--- config.mk ---
export PLATFORM = sky130hd
export DESIGN_NAME = ivt_timer
export DESIGN_NICKNAME = d
export VERILOG_FILES = /design/src/rtl/ivt_pkg.sv /design/src/rtl/ivt_latch.sv /design/src/rtl/ivt_counter.sv /design/src/rtl/ivt_flag.sv /design/src/rtl/ivt_timer.sv
export SDC_FILE = /design/constraint.sdc
export NUM_CORES = 1
export LEC_CHECK = 0
export ABC_AREA = 1
export BUFFER_PORTS_ARGS = -buffer_cell sky130_fd_sc_hd__buf_2
export CAP_MARGIN = 10
export CORE_UTILIZATION = 51
export CTS_CLUSTER_DIAMETER = 100
export DETAILED_ROUTE_END_ITERATION = 7
export PLACE_DENSITY = 0.71
export SYNTH_ARGS = -nofsm -noshare
export SYNTH_HDL_FRONTEND = slang
export SYNTH_SLANG_ARGS = --single-unit
--- constraint.sdc ---
create_clock -name clk -period 2.45 [get_ports clk]
set_clock_uncertainty 0.2 [all_clocks]
set_input_delay 0.245 -clock clk [delete_from_list [all_inputs] [get_ports clk]]
set_output_delay 0.245 -clock clk [all_outputs]
set_load 0.01 [all_outputs]
--- src/rtl/ivt_pkg.sv ---
package ivt_pkg;

   typedef enum logic [1:0] {
      IVT_CNT_LO = 2'd0,
      IVT_CNT_HI = 2'd1,
      IVT_LAT_LO = 2'd2,
      IVT_LAT_HI = 2'd3
   } ivt_addr_e;

endpackage

--- src/rtl/ivt_latch.sv ---
module ivt_latch
   import ivt_pkg::*;
#(
   parameter int BUS_W = 8,
   parameter int CNT_W = 16
) (
   input  logic             clk,
   input  logic             rst_n,
   input  logic             wr_en,
   input  logic [1:0]       addr,
   input  logic [BUS_W-1:0] wdata,
   output logic [CNT_W-1:0] latch_q,
   output logic [CNT_W-1:0] latch_nxt,
   output logic             load_o,
   output logic             wr_clr_o
);

   localparam int LANES = CNT_W / BUS_W;

   ivt_addr_e a;
   logic      hit_lo;
   logic      hit_hi;

   assign a        = ivt_addr_e'(addr);
   assign hit_lo   = wr_en && (a == IVT_CNT_LO || a == IVT_LAT_LO);
   assign hit_hi   = wr_en && (a == IVT_CNT_HI || a == IVT_LAT_HI);
   assign load_o   = wr_en && (a == IVT_CNT_HI);
   assign wr_clr_o = hit_hi;

   for (genvar g = 0; g < LANES; g++) begin : g_lane
      logic [BUS_W-1:0] q;
      logic [BUS_W-1:0] nxt;
      logic             sel;

      assign sel = (g == 0) ? hit_lo : hit_hi;
      assign nxt = sel ? wdata : q;

      always_ff @(posedge clk or negedge rst_n) begin
         if (!rst_n) q <= '1;
         else        q <= nxt;
      end

      assign latch_q[g*BUS_W +: BUS_W]   = q;
      assign latch_nxt[g*BUS_W +: BUS_W] = nxt;
   end

endmodule

--- src/rtl/ivt_counter.sv ---
module ivt_counter #(
   parameter int CNT_W = 16
) (
   input  logic             clk,
   input  logic             rst_n,
   input  logic             tick_i,
   input  logic             load_i,
   input  logic             cont_i,
   input  logic [CNT_W-1:0] load_val_i,
   input  logic [CNT_W-1:0] reload_val_i,
   output logic [CNT_W-1:0] cnt_o,
   output logic             zero_hit_o
);

   localparam logic [CNT_W-1:0] ALL_ONES = '1;
   localparam logic [CNT_W-1:0] ONE      = CNT_W'(1);

   logic [CNT_W-1:0] cnt_q;
   logic [CNT_W-1:0] cnt_d;
   logic             step;

   assign step = tick_i && !load_i;

   always_comb begin
      cnt_d = cnt_q;
      if (load_i)
         cnt_d = load_val_i;
      else if (tick_i) begin
         if (cont_i && cnt_q == ALL_ONES) cnt_d = reload_val_i;
         else                             cnt_d = cnt_q - ONE;
      end
   end

   always_ff @(posedge clk or negedge rst_n) begin
      if (!rst_n) cnt_q <= ALL_ONES;
      else        cnt_q <= cnt_d;
   end

   assign cnt_o      = cnt_q;
   assign zero_hit_o = step && (cnt_d == '0);

   AST_DEC_TO_ZERO: assert property (@(posedge clk) disable iff (!rst_n)
      (step && cnt_q == ONE) |=> (cnt_q == '0));
   AST_HOLD_IDLE: assert property (@(posedge clk) disable iff (!rst_n)
      (!tick_i && !load_i) |=> $stable(cnt_q));
   AST_ONESHOT_WRAP: assert property (@(posedge clk) disable iff (!rst_n)
      (step && !cont_i && cnt_q == ALL_ONES) |=> (cnt_q == ALL_ONES - ONE));
   AST_CONT_RELOAD: assert property (@(posedge clk) disable iff (!rst_n)
      (step && cont_i && cnt_q == ALL_ONES) |=> (cnt_q == $past(reload_val_i)));

endmodule

--- src/rtl/ivt_flag.sv ---
module ivt_flag (
   input  logic clk,
   input  logic rst_n,
   input  logic zero_hit_i,
   input  logic arm_i,
   input  logic cont_i,
   input  logic clr_i,
   output logic flag_o,
   output logic pulse_o
);

   logic armed_q;
   logic flag_q;
   logic pulse_q;
   logic fire;

   assign fire = zero_hit_i && (cont_i || armed_q);

   always_ff @(posedge clk or negedge rst_n) begin
      if (!rst_n) begin
         armed_q <= 1'b1;
         flag_q  <= 1'b0;
         pulse_q <= 1'b0;
      end else begin
         pulse_q <= fire;
         if (fire)       flag_q <= 1'b1;
         else if (clr_i) flag_q <= 1'b0;
         if (arm_i)                armed_q <= 1'b1;
         else if (fire && !cont_i) armed_q <= 1'b0;
      end
   end

   assign flag_o  = flag_q;
   assign pulse_o = pulse_q;

   AST_PULSE_SINGLE: assert property (@(posedge clk) disable iff (!rst_n)
      pulse_q |=> !pulse_q);
   AST_CLEAR_TAKES: assert property (@(posedge clk) disable iff (!rst_n)
      (clr_i && !zero_hit_i) |=> !flag_q);
   AST_SET_WINS: assert property (@(posedge clk) disable iff (!rst_n)
      (clr_i && fire) |=> flag_q);
   AST_ONESHOT_DISARM: assert property (@(posedge clk) disable iff (!rst_n)
      (fire && !cont_i && !arm_i) |=> !armed_q);

endmodule

--- src/rtl/ivt_timer.sv ---
module ivt_timer
   import ivt_pkg::*;
#(
   parameter int BUS_W = 8,
   parameter int CNT_W = 16
) (
   input  logic             clk,
   input  logic             rst_n,
   input  logic             tick_en,
   input  logic             cont_mode,
   input  logic             wr_en,
   input  logic             rd_en,
   input  logic [1:0]       addr,
   input  logic [BUS_W-1:0] wdata,
   output logic [BUS_W-1:0] rdata,
   output logic             irq_flag,
   output logic             irq_pulse
);

   localparam int HI_LSB = CNT_W - BUS_W;

   if (CNT_W != 2 * BUS_W) begin : g_bad_width
      $error("ivt_timer: CNT_W must be twice BUS_W");
   end
   if (BUS_W < 1) begin : g_bad_bus
      $error("ivt_timer: BUS_W must be positive");
   end

   logic [CNT_W-1:0] latch_q;
   logic [CNT_W-1:0] latch_nxt;
   logic [CNT_W-1:0] cnt;
   logic             load;
   logic             wr_clr;
   logic             rd_clr;
   logic             zero_hit;
   ivt_addr_e        a;

   assign a      = ivt_addr_e'(addr);
   assign rd_clr = rd_en && (a == IVT_CNT_LO);

   ivt_latch #(.BUS_W(BUS_W), .CNT_W(CNT_W)) u_latch (
      .clk      (clk),
      .rst_n    (rst_n),
      .wr_en    (wr_en),
      .addr     (addr),
      .wdata    (wdata),
      .latch_q  (latch_q),
      .latch_nxt(latch_nxt),
      .load_o   (load),
      .wr_clr_o (wr_clr)
   );

   ivt_counter #(.CNT_W(CNT_W)) u_counter (
      .clk         (clk),
      .rst_n       (rst_n),
      .tick_i      (tick_en),
      .load_i      (load),
      .cont_i      (cont_mode),
      .load_val_i  (latch_nxt),
      .reload_val_i(latch_q),
      .cnt_o       (cnt),
      .zero_hit_o  (zero_hit)
   );

   ivt_flag u_flag (
      .clk       (clk),
      .rst_n     (rst_n),
      .zero_hit_i(zero_hit),
      .arm_i     (load),
      .cont_i    (cont_mode),
      .clr_i     (rd_clr || wr_clr),
      .flag_o    (irq_flag),
      .pulse_o   (irq_pulse)
   );

   always_comb begin
      unique case (a)
         IVT_CNT_LO: rdata = cnt[BUS_W-1:0];
         IVT_CNT_HI: rdata = cnt[HI_LSB +: BUS_W];
         IVT_LAT_LO: rdata = latch_q[BUS_W-1:0];
         default:    rdata = latch_q[HI_LSB +: BUS_W];
      endcase
   end

   AST_LOAD_COPIES: assert property (@(posedge clk) disable iff (!rst_n)
      load |=> (cnt == latch_q));
   AST_PULSE_AT_ZERO: assert property (@(posedge clk) disable iff (!rst_n)
      irq_pulse |-> (cnt == '0));
   AST_PULSE_FLAGGED: assert property (@(posedge clk) disable iff (!rst_n)
      irq_pulse |-> irq_flag);
   AST_LOWWR_KEEPS_CNT: assert property (@(posedge clk) disable iff (!rst_n)
      (wr_en && (a == IVT_CNT_LO || a == IVT_LAT_LO) && !tick_en) |=> $stable(cnt));

endmodule

== Word-level counts from Yosys, hierarchy flattened ==
Cells that the tools add are included.

* Bits in registers: 35
* Word-level logic and storage cells: 40
* Memories kept: 0
* Input port bits: 16
* Bits in writable memories: 0
* Bits in read-only memories: 0
* Bits in latches: 0

* Shift-type cells: 0
* Multiply operators: 0
* Order comparisons: 0
* Div/mod/pow operators: 0
* Eq/ne operators: 4
* Bitwise operators: 0
* Muxes and demuxes: 10
* $add $sub $neg: 1
* Reductions and logical operators: 19

{| class="wikitable"
|+ Operators by type and width
! kind !! count
|-
| $mux W16 || 3
|-
| $pmux W8 S3 || 1
|-
| $eq A16 B16 Y1 const B || 1
|-
| $logic_not A16 Y1 || 1
|-
| $mux W8 || 2
|-
| $sub A16 B1 Y16 const B || 1
|-
| $logic_and A1 B1 Y1 || 9
|-
| $eq A2 B2 Y1 const B || 2
|-
| $logic_or A1 B1 Y1 || 4
|-
| $mux W1 || 4
|-
| $reduce_bool A2 Y1 || 2
|-
| $eq A2 B1 Y1 const B || 1
|-
| $logic_not A1 Y1 || 2
|-
| $logic_not A2 Y1 || 1
|}

== Depth between registers and ports, before layout ==
Gate-level depths: netlist of run 1.

* Depth after elaboration: 11
* Depth in mapped cells: 17
* Mapped depth without buffers: 17

== Cells and area by module ==
From an unflattened synthesis of run 1, not the netlist that was laid out.

* Cell total of the unflattened synthesis: 381
* Area, all modules: 2645.0 µm²

{| class="wikitable"
|+ Modules (own cells, without submodules)
! module !! instances !! area an instance (µm²) !! cells each
|-
| ivt_counter || 1 || 1524.0 || 248
|-
| ivt_latch || 1 || 721.9 || 72
|-
| ivt_timer || 1 || 280.3 || 48
|-
| ivt_flag || 1 || 118.9 || 13
|}

== Worst setup path before layout of run 1 ==
Ideal clock, no wire load.

* Kind: reg2reg
* Start: register u_counter.cnt_q[0], in the netlist u_counter.cnt_o[0]
* End: register u_flag.armed_q
* Required time: 2.170 ns
* Setup time: 0.080 ns
* Cell stages (with the launch flop): 18
* Data arrival time: 1.832 ns
* Period minus slack after synthesis: 2.112 ns
* Setup slack: 0.338 ns
* Cells stage by stage: dfstp_2 ha_1 nand2_1 nor2_1 nand2_2 nor2_4 buf_6 nand2_1 nand3_1 nand2_1 nand2_2 nand2_2 nor2_2 nand2_1 nor2_2 nand3_1 nand2_1 nand2_1

* Longest elaborated chain between the ends: 10
* Elaborated cells on any way between the ends: 11

{| class="wikitable"
|+ RTL lines
! element !! RTL line !! text
|-
| start, declared || ivt_counter.sv:18 || <nowiki>logic [CNT_W-1:0] cnt_q;</nowiki>
|-
| start signal, assigned || ivt_counter.sv:36 || <nowiki>else cnt_q <= cnt_d;</nowiki>
|-
| parallel branches: the longest is 3 deep, another holds $sub A16 B1 Y16 || n/a ||
|-
| $mux W16 * || ivt_counter.sv:28 || <nowiki>else if (tick_i) begin</nowiki>
|-
| $mux W16 * || ivt_counter.sv:26 || <nowiki>if (load_i)</nowiki>
|-
| $logic_not A16 Y1 * || ivt_counter.sv:40 || <nowiki>assign zero_hit_o = step && (cnt_d == '0);</nowiki>
|-
| $logic_and A1 B1 Y1 * || ivt_counter.sv:40 ||
|-
| $logic_and A1 B1 Y1 * || ivt_flag.sv:17 || <nowiki>assign fire = zero_hit_i && (cont_i || armed_q);</nowiki>
|-
| $logic_and A1 B1 Y1 * || ivt_flag.sv:29 || <nowiki>else if (fire && !cont_i) armed_q <= 1'b0;</nowiki>
|-
| $reduce_bool A2 Y1 (no source line) * || n/a ||
|-
| end signal, assigned || ivt_flag.sv:21 || <nowiki>armed_q <= 1'b1;</nowiki>
|-
| end signal, assigned || ivt_flag.sv:28 || <nowiki>if (arm_i) armed_q <= 1'b1;</nowiki>
|-
| end signal, assigned || ivt_flag.sv:29 ||
|-
| end, declared || ivt_flag.sv:12 || <nowiki>logic armed_q;</nowiki>
|}

Every way passes the cells marked *.
A chain may end at the register's enable or synchronous reset.

== Worst setup path in the final report of run 1 ==
* Start: register u_counter.cnt_q[0], in the netlist u_counter.cnt_o[0]
* End: register u_flag.flag_q, in the netlist u_flag.flag_o

* Longest elaborated chain between the ends: 9
* Elaborated cells on any way between the ends: 11

{| class="wikitable"
|+ RTL lines
! element !! RTL line !! text
|-
| parallel branches: the longest is 3 deep, another holds $sub A16 B1 Y16 || n/a ||
|-
| $mux W16 * || ivt_counter.sv:28 ||
|-
| $mux W16 * || ivt_counter.sv:26 ||
|-
| $logic_not A16 Y1 * || ivt_counter.sv:40 ||
|-
| $logic_and A1 B1 Y1 * || ivt_counter.sv:40 ||
|-
| $logic_and A1 B1 Y1 * || ivt_flag.sv:17 ||
|-
| $mux W1 / $reduce_bool A2 Y1 (equally long branches) || n/a ||
|-
| end signal, assigned || ivt_flag.sv:22 || <nowiki>flag_q <= 1'b0;</nowiki>
|-
| end signal, assigned || ivt_flag.sv:26 || <nowiki>if (fire) flag_q <= 1'b1;</nowiki>
|-
| end signal, assigned || ivt_flag.sv:27 || <nowiki>else if (clr_i) flag_q <= 1'b0;</nowiki>
|-
| end, declared || ivt_flag.sv:13 || <nowiki>logic flag_q;</nowiki>
|}

Marked as above.

==> results of run 1 <==
[routing by layer]
metal,vias to the layer above,share of wire (%)
met1,1227,41
met5,-,0
met2,149,46
met4,0,4.3
li1,1279,-
met3,31,8.2
[how the worst max path moves through the flow]
stage / slack [ns] / startpoint / cells after the start / endpoint
after floorplan: 0.34 / u_counter.cnt_o[0] / 17 / u_flag.armed_q
after global placement: 0.03 / u_counter.cnt_o[0] / 17 / u_flag.armed_q
after global routing: -0.06 / u_counter.cnt_o[0] / 16 / u_flag.flag_o
final: 0.1 / u_counter.cnt_o[0] / 16 / u_flag.flag_o
after CTS: 0.02 / u_counter.cnt_o[0] / 17 / u_flag.armed_q
after detailed placement: -0.02 / u_counter.cnt_o[0] / 17 / u_flag.armed_q
[cells by family after synthesis]
family          Yosys count
fa+ha+maj                 2
buf+inv                  78
xor+xnor                  5
compound gates           80
simple gates            176
flops                    35
[final cells by class]
class                      count  area, sq um  area share, %
multi-input combinational    263         1360           45.3
inverter                      69          259           8.63
sequential                    35          917           30.6
clock buffer                   7         76.3           2.54
tap                           67         83.8           2.79
clock inverter                 1         5.00          0.167
timing repair buffer          47          299           9.97
[what timing repair did]
action	4_1_cts	5_1_grt
pin swaps	1	7
gates cloned	0	0
gates resized for setup	0	26
buffers inserted	3	2
hold endpoints to repair	3	0
endpoints found under the setup margin	3	3
hold buffers	2	0
[power breakdown]
part           total [mW]  switching (mW)  internal (mW)
sequential          0.830          0.0860          0.744
clock               0.416           0.217          0.200
combinational       0.819           0.534          0.285
[flip-flops by register name, summed over array words and instances (netlist names)]
signal	cells
u_counter.cnt_o	16
u_latch.g_lane.q	16
u_flag.armed_q	1
u_flag.flag_o	1
u_flag.pulse_o	1
[cells in the mapped netlist, types with 3 or more instances]
library cell	instances	area (sq um)
inv_1	66	248
nand4_1	6	37.5
clkbuf_1	3	11.3
nor3_1	3	15.0
xor2_1	4	35.0
nand3_1	21	105
o21ai_1	4	20.0
o21ai_0	30	150
nor2_1	21	78.8
o22ai_1	7	43.8
nor2_2	11	68.8
buf_2	5	25.0
dfstp_2	33	867
nand2_1	104	390
a21oi_1	31	155
nand2_2	8	50.1
[through the flow]
step | worst slack [ns] | util, % | hold slack, ns | area [sq um] | setup TNS, ns
after floorplan | 0.338 | - | -0.251 | 2490 | 0
after global placement | 0.0342 | 58.5 | 0.172 | 2770 | 0
after detailed placement | -0.0230 | 58.5 | 0.184 | 2770 | -0.0259
after CTS | 0.0244 | 61.2 | 0.00226 | 2890 | 0
after global routing | -0.0587 | 63.5 | 0.0249 | 3000 | -0.126
final | 0.0992 | 63.5 | 0.00707 | 3000 | 0
[tightest hold or removal path: stages]
cell     delay, ns
buf_2         0.10
inv_1         0.06
o21ai_0       0.08
==> results.json, run 1 <==
{
  "drtPass1Iterations": 5,
  "ys_types": 31,
  "layout_commonest_cell": "nand2_1",
  "period_minus_slack_ns": 2.35,
  "finalSetupViolations": 0,
  "power_mw": 2.07,
  "die_area_sq_um": 5170,
  "cap_violations": 0,
  "power_density_nw_per_um2": 688,
  "drc_errors": 0,
  "yosys.area_share.simple_pct": 30.8,
  "slowest_stage": "dfstp_2",
  "grt_pass1_vias": 2504,
  "layout-drive-gt1-share_pct": 30.1,
  "hold_path.class": "in2reg",
  "synth_top_family_by_area": "simple AND/OR/NAND/NOR gates",
  "synth_edf_count": 0,
  "io_buffer_count": 25,
  "syn_nets": 394,
  "hold_path_end": "u_latch.g_lane[1].q[7]",
  "cts_sinks": 35,
  "dp_hpwl_microns": 5630,
  "cts.reportedPaths.clkPinSlew_ns": 0.08,
  "gr-total-overflow": 0,
  "cp.required_ns": 2.47,
  "worst_slew_pin_slew_ns": 0.804,
  "grt_use_total_pct": 31.8,
  "area_growth_pct": 20.4,
  "die_w_microns": 71.9,
  "async_flop_share_pct": 100,
  "grt_pass1_wl_microns": 12300,
  "via_count": 2686,
  "die_y_microns": 71.9,
  "antenna_found_initial": 0,
  "cp_max_fo": 7,
  "slew_headroom_pct": 46.4,
  "critPathLaunchType": "flop",
  "synth_area_sq_um": 2490,
  "r2r-start": "u_counter.cnt_o[0]",
  "fmax_ghz": 0.425,
  "synth_cells": 376,
  "avgRoutedWirePerCell_microns": 15.8,
  "final_cell_mix": "96 x nand2_1, 66 x inv_1, 33 x dfstp_2",
  "stdcell_count": 489,
  "hold_start": "wdata[7]",
  "synthAdderAreaFrac_pct": 1.00,
  "wirelength_microns": 7710,
  "drtIter0Drc": 273,
  "synthFlopType": "dfstp_2",
  "yosys.area_share.xor_xnor_pct": 1.76,
  "via_per_inst": 5.49,
  "ys_seq_area_share_pct": 36.8,
  "grt_max_degree": 36,
  "insertion_delay_ns": 0.29,
  "cts_tree": "done",
  "grtUsageMet2_pct": 52.3,
  "grt-busiest-layer": "met2",
  "maxSlewViolCount": 0,
  "yosysWarnings": 0,
  "htree_levels": 2,
  "reg2reg_slack_ns": 0.1,
  "path_delay_family": "simple AND/OR/NAND/NOR gates",
  "worstPathArrival_ns": 2.37,
  "post-route-period-util_pct": 96.0,
  "synth_area_per_cell_sq_um": 6.63,
  "cts_buffers": 5,
  "critical_path_class": "reg2reg",
  "ys_seq_elements": 35,
  "status": "finished clean",
  "nets": 439,
  "leakagePower_nw": 1.45,
  "ant_nets": 0,
  "antennaDiodeCount": 0,
  "rr_worst_depth": 16,
  "initial_core_util_pct": 52.7,
  "row_count": 25,
  "coreArea_sq_um": 4720,
  "met1_usage_pct": 40.8,
  "post-place-cells": 474,
  "r2r_end": "u_flag.flag_o",
  "crit_top_cell": "nand2_2",
  "synth_compound_area_share_pct": 17.3,
  "root_buffer": "clkbuf_8",
  "routabilityCongestion": 0.965,
  "path_buf_inv": 1,
  "crit_chain": "ha_4 > nand2_2 > nor2_4 > nand2_2 > nor2_4 > buf_6 > nand2_4 > nand3_2 > nand2_1 > nand2_2 > nand2_2 > nor2_2 > nand2_1 > nor2_2 > nand2_1 > o21ai_2",
  "vdd_drop_max_v": 0.000356,
  "crit_path_end_kind": "flop",
  "clk_path_buf_depth": 2,
  "synthMuxAreaShare_pct": 0,
  "critPathMaxStageDelay_ns": 0.60,
  "whs_path_depth": 3,
  "fillers": 468,
  "io_pins": 26,
  "finalHoldViolations": 0,
  "grtUsageMet3_pct": 5.69
}
No activity file was read; power rests on OpenSTA's default activity.
==> inputs of run 2 (changes only) <==
--- a/config.mk
+++ b/config.mk
@@ -13,4 +13,5 @@
 export DETAILED_ROUTE_END_ITERATION = 7
 export PLACE_DENSITY = 0.71
+export SLEW_MARGIN = 30
 export SYNTH_ARGS = -nofsm -noshare
 export SYNTH_HDL_FRONTEND = slang
==> constraint.sdc (replaced) <==
create_clock -name clk -period 2.45 [get_ports clk]
set_clock_uncertainty 0.2 [all_clocks]
set_input_delay 0.1225 -clock clk [delete_from_list [all_inputs] [get_ports clk]]
set_output_delay 0.1225 -clock clk [all_outputs]
set_load 0.01 [all_outputs]
==> results.json, run 2 (synthesized netlist as in run 1, its figures left out) <==
{
  "status": "finished clean",
  "die_area_sq_um": 5170,
  "io_buffer_count": 25,
  "period_minus_slack_ns": 2.44,
  "final_area_sq_um": 3130,
  "p_clk_share_pct": 25.5,
  "fmax_ghz": 0.411,
  "final_cell_mix": "96 x nand2_1, 66 x inv_1, 33 x dfstp_2",
  "holdWs_ns": 0.0326,
  "finalSetupViolations": 0,
  "cp_max_fo": 5,
  "maxSlewViolCount": 0,
  "preCtsSetupSlack_ns": 0.0295,
  "dpl-instance-area_sq_um": 2760,
  "cts.reportedPaths.clkPinSlew_ns": 0.07,
  "slew_headroom_pct": 47.6,
  "ant_nets": 0,
  "vdd_drop_max_v": 0.000399,
  "leakagePower_nw": 1.51,
  "hold_path.class": "in2reg",
  "htree_levels": 2,
  "grt_pass1_wl_microns": 12300,
  "power_density_nw_per_um2": 713,
  "grtUsageMet3_pct": 5.69,
  "cts_buffers": 5,
  "slowest_stage": "dfstp_2",
  "rsz0062_at_grt": "true",
  "drc_errors": 0,
  "seqPwrFrac_pct": 37.1,
  "die_y_microns": 71.9,
  "multi_input_area_sq_um": 1350,
  "gr-total-overflow": 0,
  "cts_tree": "done",
  "drtPass1Iterations": 5,
  "setup_ws_ns": 0.0148,
  "row_count": 25,
  "drtIter0Drc": 235,
  "antennaDiodeCount": 0,
  "insertion_delay_ns": 0.30,
  "via_per_inst": 5.34,
  "switching_power_uw": 852,
  "critPathLaunchType": "flop",
  "grt_use_total_pct": 32.2,
  "crit_path_end_kind": "flop",
  "met1_usage_pct": 41.7,
  "layout-drive-gt1-share_pct": 29.8,
  "path_buf_inv": 0,
  "die_w_microns": 71.9,
  "routabilityCongestion": 0.976,
  "crit_chain": "ha_4 > nand2_2 > nor2_2 > nand2_2 > nor2_4 > nand2_1 > nand3_2 > nand2_2 > nor2_2 > nand2_1 > nor2_2 > nand2_1 > nor2_2 > nand2_1 > o21ai_2",
  "wirelength_microns": 7820,
  "grt-busiest-layer": "met2",
  "power.internal_mw": 1.38,
  "root_buffer": "clkbuf_8",
  "via_count": 2668,
  "grtUsageMet2_pct": 52.8,
  "pwr-share-comb_pct": 37.3,
  "power_mw": 2.23,
  "layout_commonest_cell": "nand2_1",
  "grt_max_degree": 36,
  "critical_path_class": "reg2reg",
  "cp.required_ns": 2.48,
  "finalHoldViolations": 0,
  "cap_violations": 0,
  "swShare_pct": 38.2,
  "post-route-period-util_pct": 99.4,
  "path_delay_family": "simple AND/OR/NAND/NOR gates",
  "coreArea_sq_um": 4720,
  "nets": 450,
  "cts_sinks": 35,
  "worstPathArrival_ns": 2.46,
  "final-seq-area_sq_um": 917,
  "area_growth_pct": 25.7,
  "critPathMaxStageDelay_ns": 0.59,
  "avgRoutedWirePerCell_microns": 15.6,
  "io_pins": 26,
  "clk_path_buf_depth": 2,
  "grt_pass1_vias": 2482,
  "antenna_found_initial": 0,
  "worst_slew_pin_slew_ns": 0.785,
  "initial_core_util_pct": 52.7,
  "fillers": 422,
  "dp_hpwl_microns": 5690
}
==> run 2: routing by layer <==
layer | up-vias | wire length (microns) | share of wire, %
li1 | 1304 | - | -
met1 | 1224 | 3420 | 44
met2 | 116 | 3660 | 47
met3 | 24 | 502 | 6.4
met4 | 0 | 247 | 3.2
met5 | - | 0 | 0
==> run 2: worst min-delay path, stage by stage <==
cell     delay, ns
buf_2         0.14
nand4_1       0.11
nand2_2       0.07
inv_1         0.05
==> run 2: path summary, 6_finish.rpt <==
check                                    from  depth (start not counted)                 end  slack (ns)
setup / recovery           u_counter.cnt_o[0]                         15       u_flag.flag_o        0.01
hold / removal                          wr_en                          4  u_counter.cnt_o[2]        0.03
setup reg to reg           u_counter.cnt_o[0]                         15       u_flag.flag_o        0.01
hold reg to reg                u_flag.armed_q                          2      u_flag.armed_q        0.27
max in group asynchronous               rst_n                          2       u_flag.flag_o        1.32
min in group asynchronous               rst_n                          2      u_flag.pulse_o        0.25
==> run 2: through the flow <==
| step | utilization (%) | cells | TNS [ns] |
|---|---|---|---|
| floorplan | - | 376 | 0 |
| global placement | 58.4 | 473 | 0 |
| detailed placement | 58.4 | 473 | 0 |
| CTS | 63.5 | 493 | 0 |
| global route | 66.3 | 500 | -0.288 |
| finish | 66.3 | 500 | 0 |
==> run 2: power by group through the flow <==
stage / combinational (mW) / clock, mW / sequential (mW)
after floorplan: 0.468 / 0 / 0.827
after global placement: 0.740 / 0 / 0.829
after detailed placement: 0.744 / 0 / 0.832
after CTS: 0.766 / 0.583 / 0.823
after global routing: 0.914 / 0.600 / 0.840
final: 0.833 / 0.569 / 0.829
==> run 2: layout make-up <==
cell class	instances	share of cell area, %
clock buffer	6	2.64
clock inverter	2	1.24
inverter	69	8.27
multi-input combinational	264	43.0
sequential	35	29.3
tap	67	2.68
timing repair buffer	57	12.9
==> run 2: timing repair <==
item | in CTS | in global routing
resized for setup | 0 | 21
hold endpoints to repair | 28 | 0
hold buffers | 12 | 0
endpoints found under the setup margin | 0 | 4
buffers inserted | 0 | 6
==> inputs of run 3 (changes only) <==
Settings changed: ABC_AREA 1 to not set, SYNTH_HIERARCHICAL set to 1.
==> results.json, run 3 <==
{
  "status": "finished with violations",
  "violations": "negative setup slack",
  "setup_ws_ns": -0.875,
  "root_buffer": "clkbuf_8",
  "row_count": 23,
  "die_area_sq_um": 4640,
  "synth_edf_count": 0,
  "finalHoldViolations": 0,
  "synth_cells": 203,
  "slew_headroom_pct": 49.4,
  "path_delay_family": "simple AND/OR/NAND/NOR gates",
  "grt_use_total_pct": 36.0,
  "critPathLaunchType": "flop",
  "dp_hpwl_microns": 5430,
  "grt_pass1_wl_microns": 11600,
  "worstPathArrival_ns": 3.36,
  "grt_max_degree": 36,
  "cts_sinks": 35,
  "area_growth_pct": 47.8,
  "ys_seq_area_share_pct": 41.1,
  "insertion_delay_ns": 0.30,
  "maxSlewViolCount": 0,
  "cp.required_ns": 2.48,
  "hold_path.class": "in2reg",
  "die_y_microns": 68.1,
  "die_w_microns": 68.1,
  "vdd_drop_max_v": 0.000548,
  "clk_path_buf_depth": 2,
  "nets": 329,
  "via_per_inst": 6.48,
  "final_cell_mix": "78 x buf_4, 33 x dfstp_2, 25 x buf_2",
  "whs_path_depth": 4,
  "rsz0062_at_grt": "true",
  "cap_violations": 0,
  "layout_commonest_cell": "buf_4",
  "crit_path_end_kind": "flop",
  "power_density_nw_per_um2": 754,
  "via_count": 2345,
  "crit_chain": "ha_2 > nand4_1 > or4_4 > buf_8 > o22ai_2 > nand3_1 > o211a_4 > or4b_4 > nor4_4 > nand2b_1 > a21o_2",
  "slowest_stage": "or4b_4",
  "drtIter0Drc": 247,
  "synth_area_leader_cell": "dfstp_2",
  "cts_buffers": 5,
  "synth_area_leaders": "dfstp_2 39%, mux4_2 8.1%, mux2_4 5.4%, mux2_2 4.0%, nor2_1 2.4%",
  "critical_path_class": "reg2reg",
  "cp_max_fo": 7,
  "period_minus_slack_ns": 3.33,
  "drtPass1Iterations": 5,
  "yosysWarnings": 6,
  "synthFlopType": "dfstp_2",
  "power_mw": 2.49,
  "reg2reg_slack_ns": -0.88,
  "layout-drive-gt1-share_pct": 64.1,
  "worst_slew_pin_slew_ns": 0.760,
  "finalSetupViolations": 4,
  "critPathMaxStageDelay_ns": 0.56,
  "leakagePower_nw": 1.44,
  "ant_nets": 0,
  "gr-total-overflow": 0,
  "routabilityCongestion": 0.945,
  "synth_area_per_cell_sq_um": 11.0,
  "avgRoutedWirePerCell_microns": 21.4,
  "path_buf_inv": 1,
  "cp.depth": 11,
  "ys_seq_elements": 35,
  "synth_commonest_cells": "33 x dfstp_2, 14 x nor2_1, 13 x nand2_1",
  "wirelength_microns": 7740,
  "rr_worst_depth": 11,
  "initial_core_util_pct": 54.6,
  "cts.reportedPaths.clkPinSlew_ns": 0.07,
  "synth_top_area_share_pct": 38.9,
  "fmax_ghz": 0.301,
  "ys_types": 57,
  "yosysMostFrequentCell": "dfstp_2",
  "antennaDiodeCount": 0,
  "post-route-period-util_pct": 136,
  "cts_tree": "done",
  "synth_area_sq_um": 2230,
  "drc_errors": 0,
  "grt_pass1_vias": 2312,
  "io_pins": 26,
  "io_buffer_count": 25,
  "antenna_found_initial": 0,
  "preCtsSetupSlack_ns": -0.877,
  "htree_levels": 2,
  "async_flop_share_pct": 100,
  "fin_util_pct": 80.7,
  "syn_nets": 221,
  "coreArea_sq_um": 4090
}
## run 3: stage by stage
step / instance area, sq um / hold slack (ns) / std cells / setup TNS, ns
CTS: 3230 / 0.0294 / 362 / -2.68
global route: 3300 / 0.0558 / 362 / -3.08
global placement: 2900 / 0.0242 / 338 / -2.43
detailed placement: 2900 / 0.0380 / 338 / -2.67
finish: 3300 / 0.0310 / 362 / -2.57
floorplan: 2240 / -0.373 / 203 / -1.89
## run 3: final timing paths
kind	to	from
setup / recovery	u_flag/armed_q	u_counter/cnt_o[1]
hold / removal	u_flag/flag_o	rd_en
setup reg to reg	u_flag/armed_q	u_counter/cnt_o[1]
hold reg to reg	u_flag/flag_o	u_flag/flag_o
max in group asynchronous	u_flag/flag_o	rst_n
min in group asynchronous	u_flag/pulse_o	rst_n
## run 3: metal layers
layer / GRT usage [%] / up-vias / wire length (microns)
li1: - / 1002 / -
met1: 44.0 / 1157 / 3040
met2: 55.6 / 149 / 3720
met3: 12.0 / 37 / 676
met4: 19.8 / 0 / 308
met5: 0 / - / 0
## run 3: logic make-up after synthesis
logic type | share of synthesized area [%]
AND/OR/NAND/NOR | 17.3
AO/OA/AOI/OAI | 16.3
flip-flops | 41.1
multiplexers | 17.9
buffers and inverters | 4.99
XOR/XNOR | 1.18
adder cells (fa/ha/maj) | 1.12
## run 3: layout make-up
cell class,count,area [sq um]
multi-input cells,146,1340
flip-flops and latches,35,917
well taps,50,62.6
repair buffers,116,848
fillers,239,788
clock buffers,8,100
inverters,7,26.3
## run 3: worst register-to-register path: cells and delay by family (launching register included)
family | cells | cell delay, ns
flip-flops | 1 | 0.54
adder cells (fa/ha/maj) | 1 | 0.16
AND/OR/NAND/NOR | 6 | 1.72
AO/OA/AOI/OAI | 3 | 0.48
buffers and inverters | 1 | 0.17
## run 3: what timing repair did
item	in CTS	in global routing
pin swaps	4	4
hold endpoints to repair	21	0
hold buffers	10	0
resized for setup	14	16
setup endpoints to repair	4	9
buffers inserted	6	0
cloned	0	0
## run 3: power breakdown
| group | internal [mW] | leakage [nW] | switching, mW | total, mW |
|---|---|---|---|---|
| Sequential | 0.782 | 0.375 | 0.112 | 0.894 |
| Combinational | 0.597 | 1.02 | 0.522 | 1.12 |
| Clock | 0.257 | 0.0515 | 0.218 | 0.475 |
| Total | 1.64 | 1.44 | 0.852 | 2.49 |
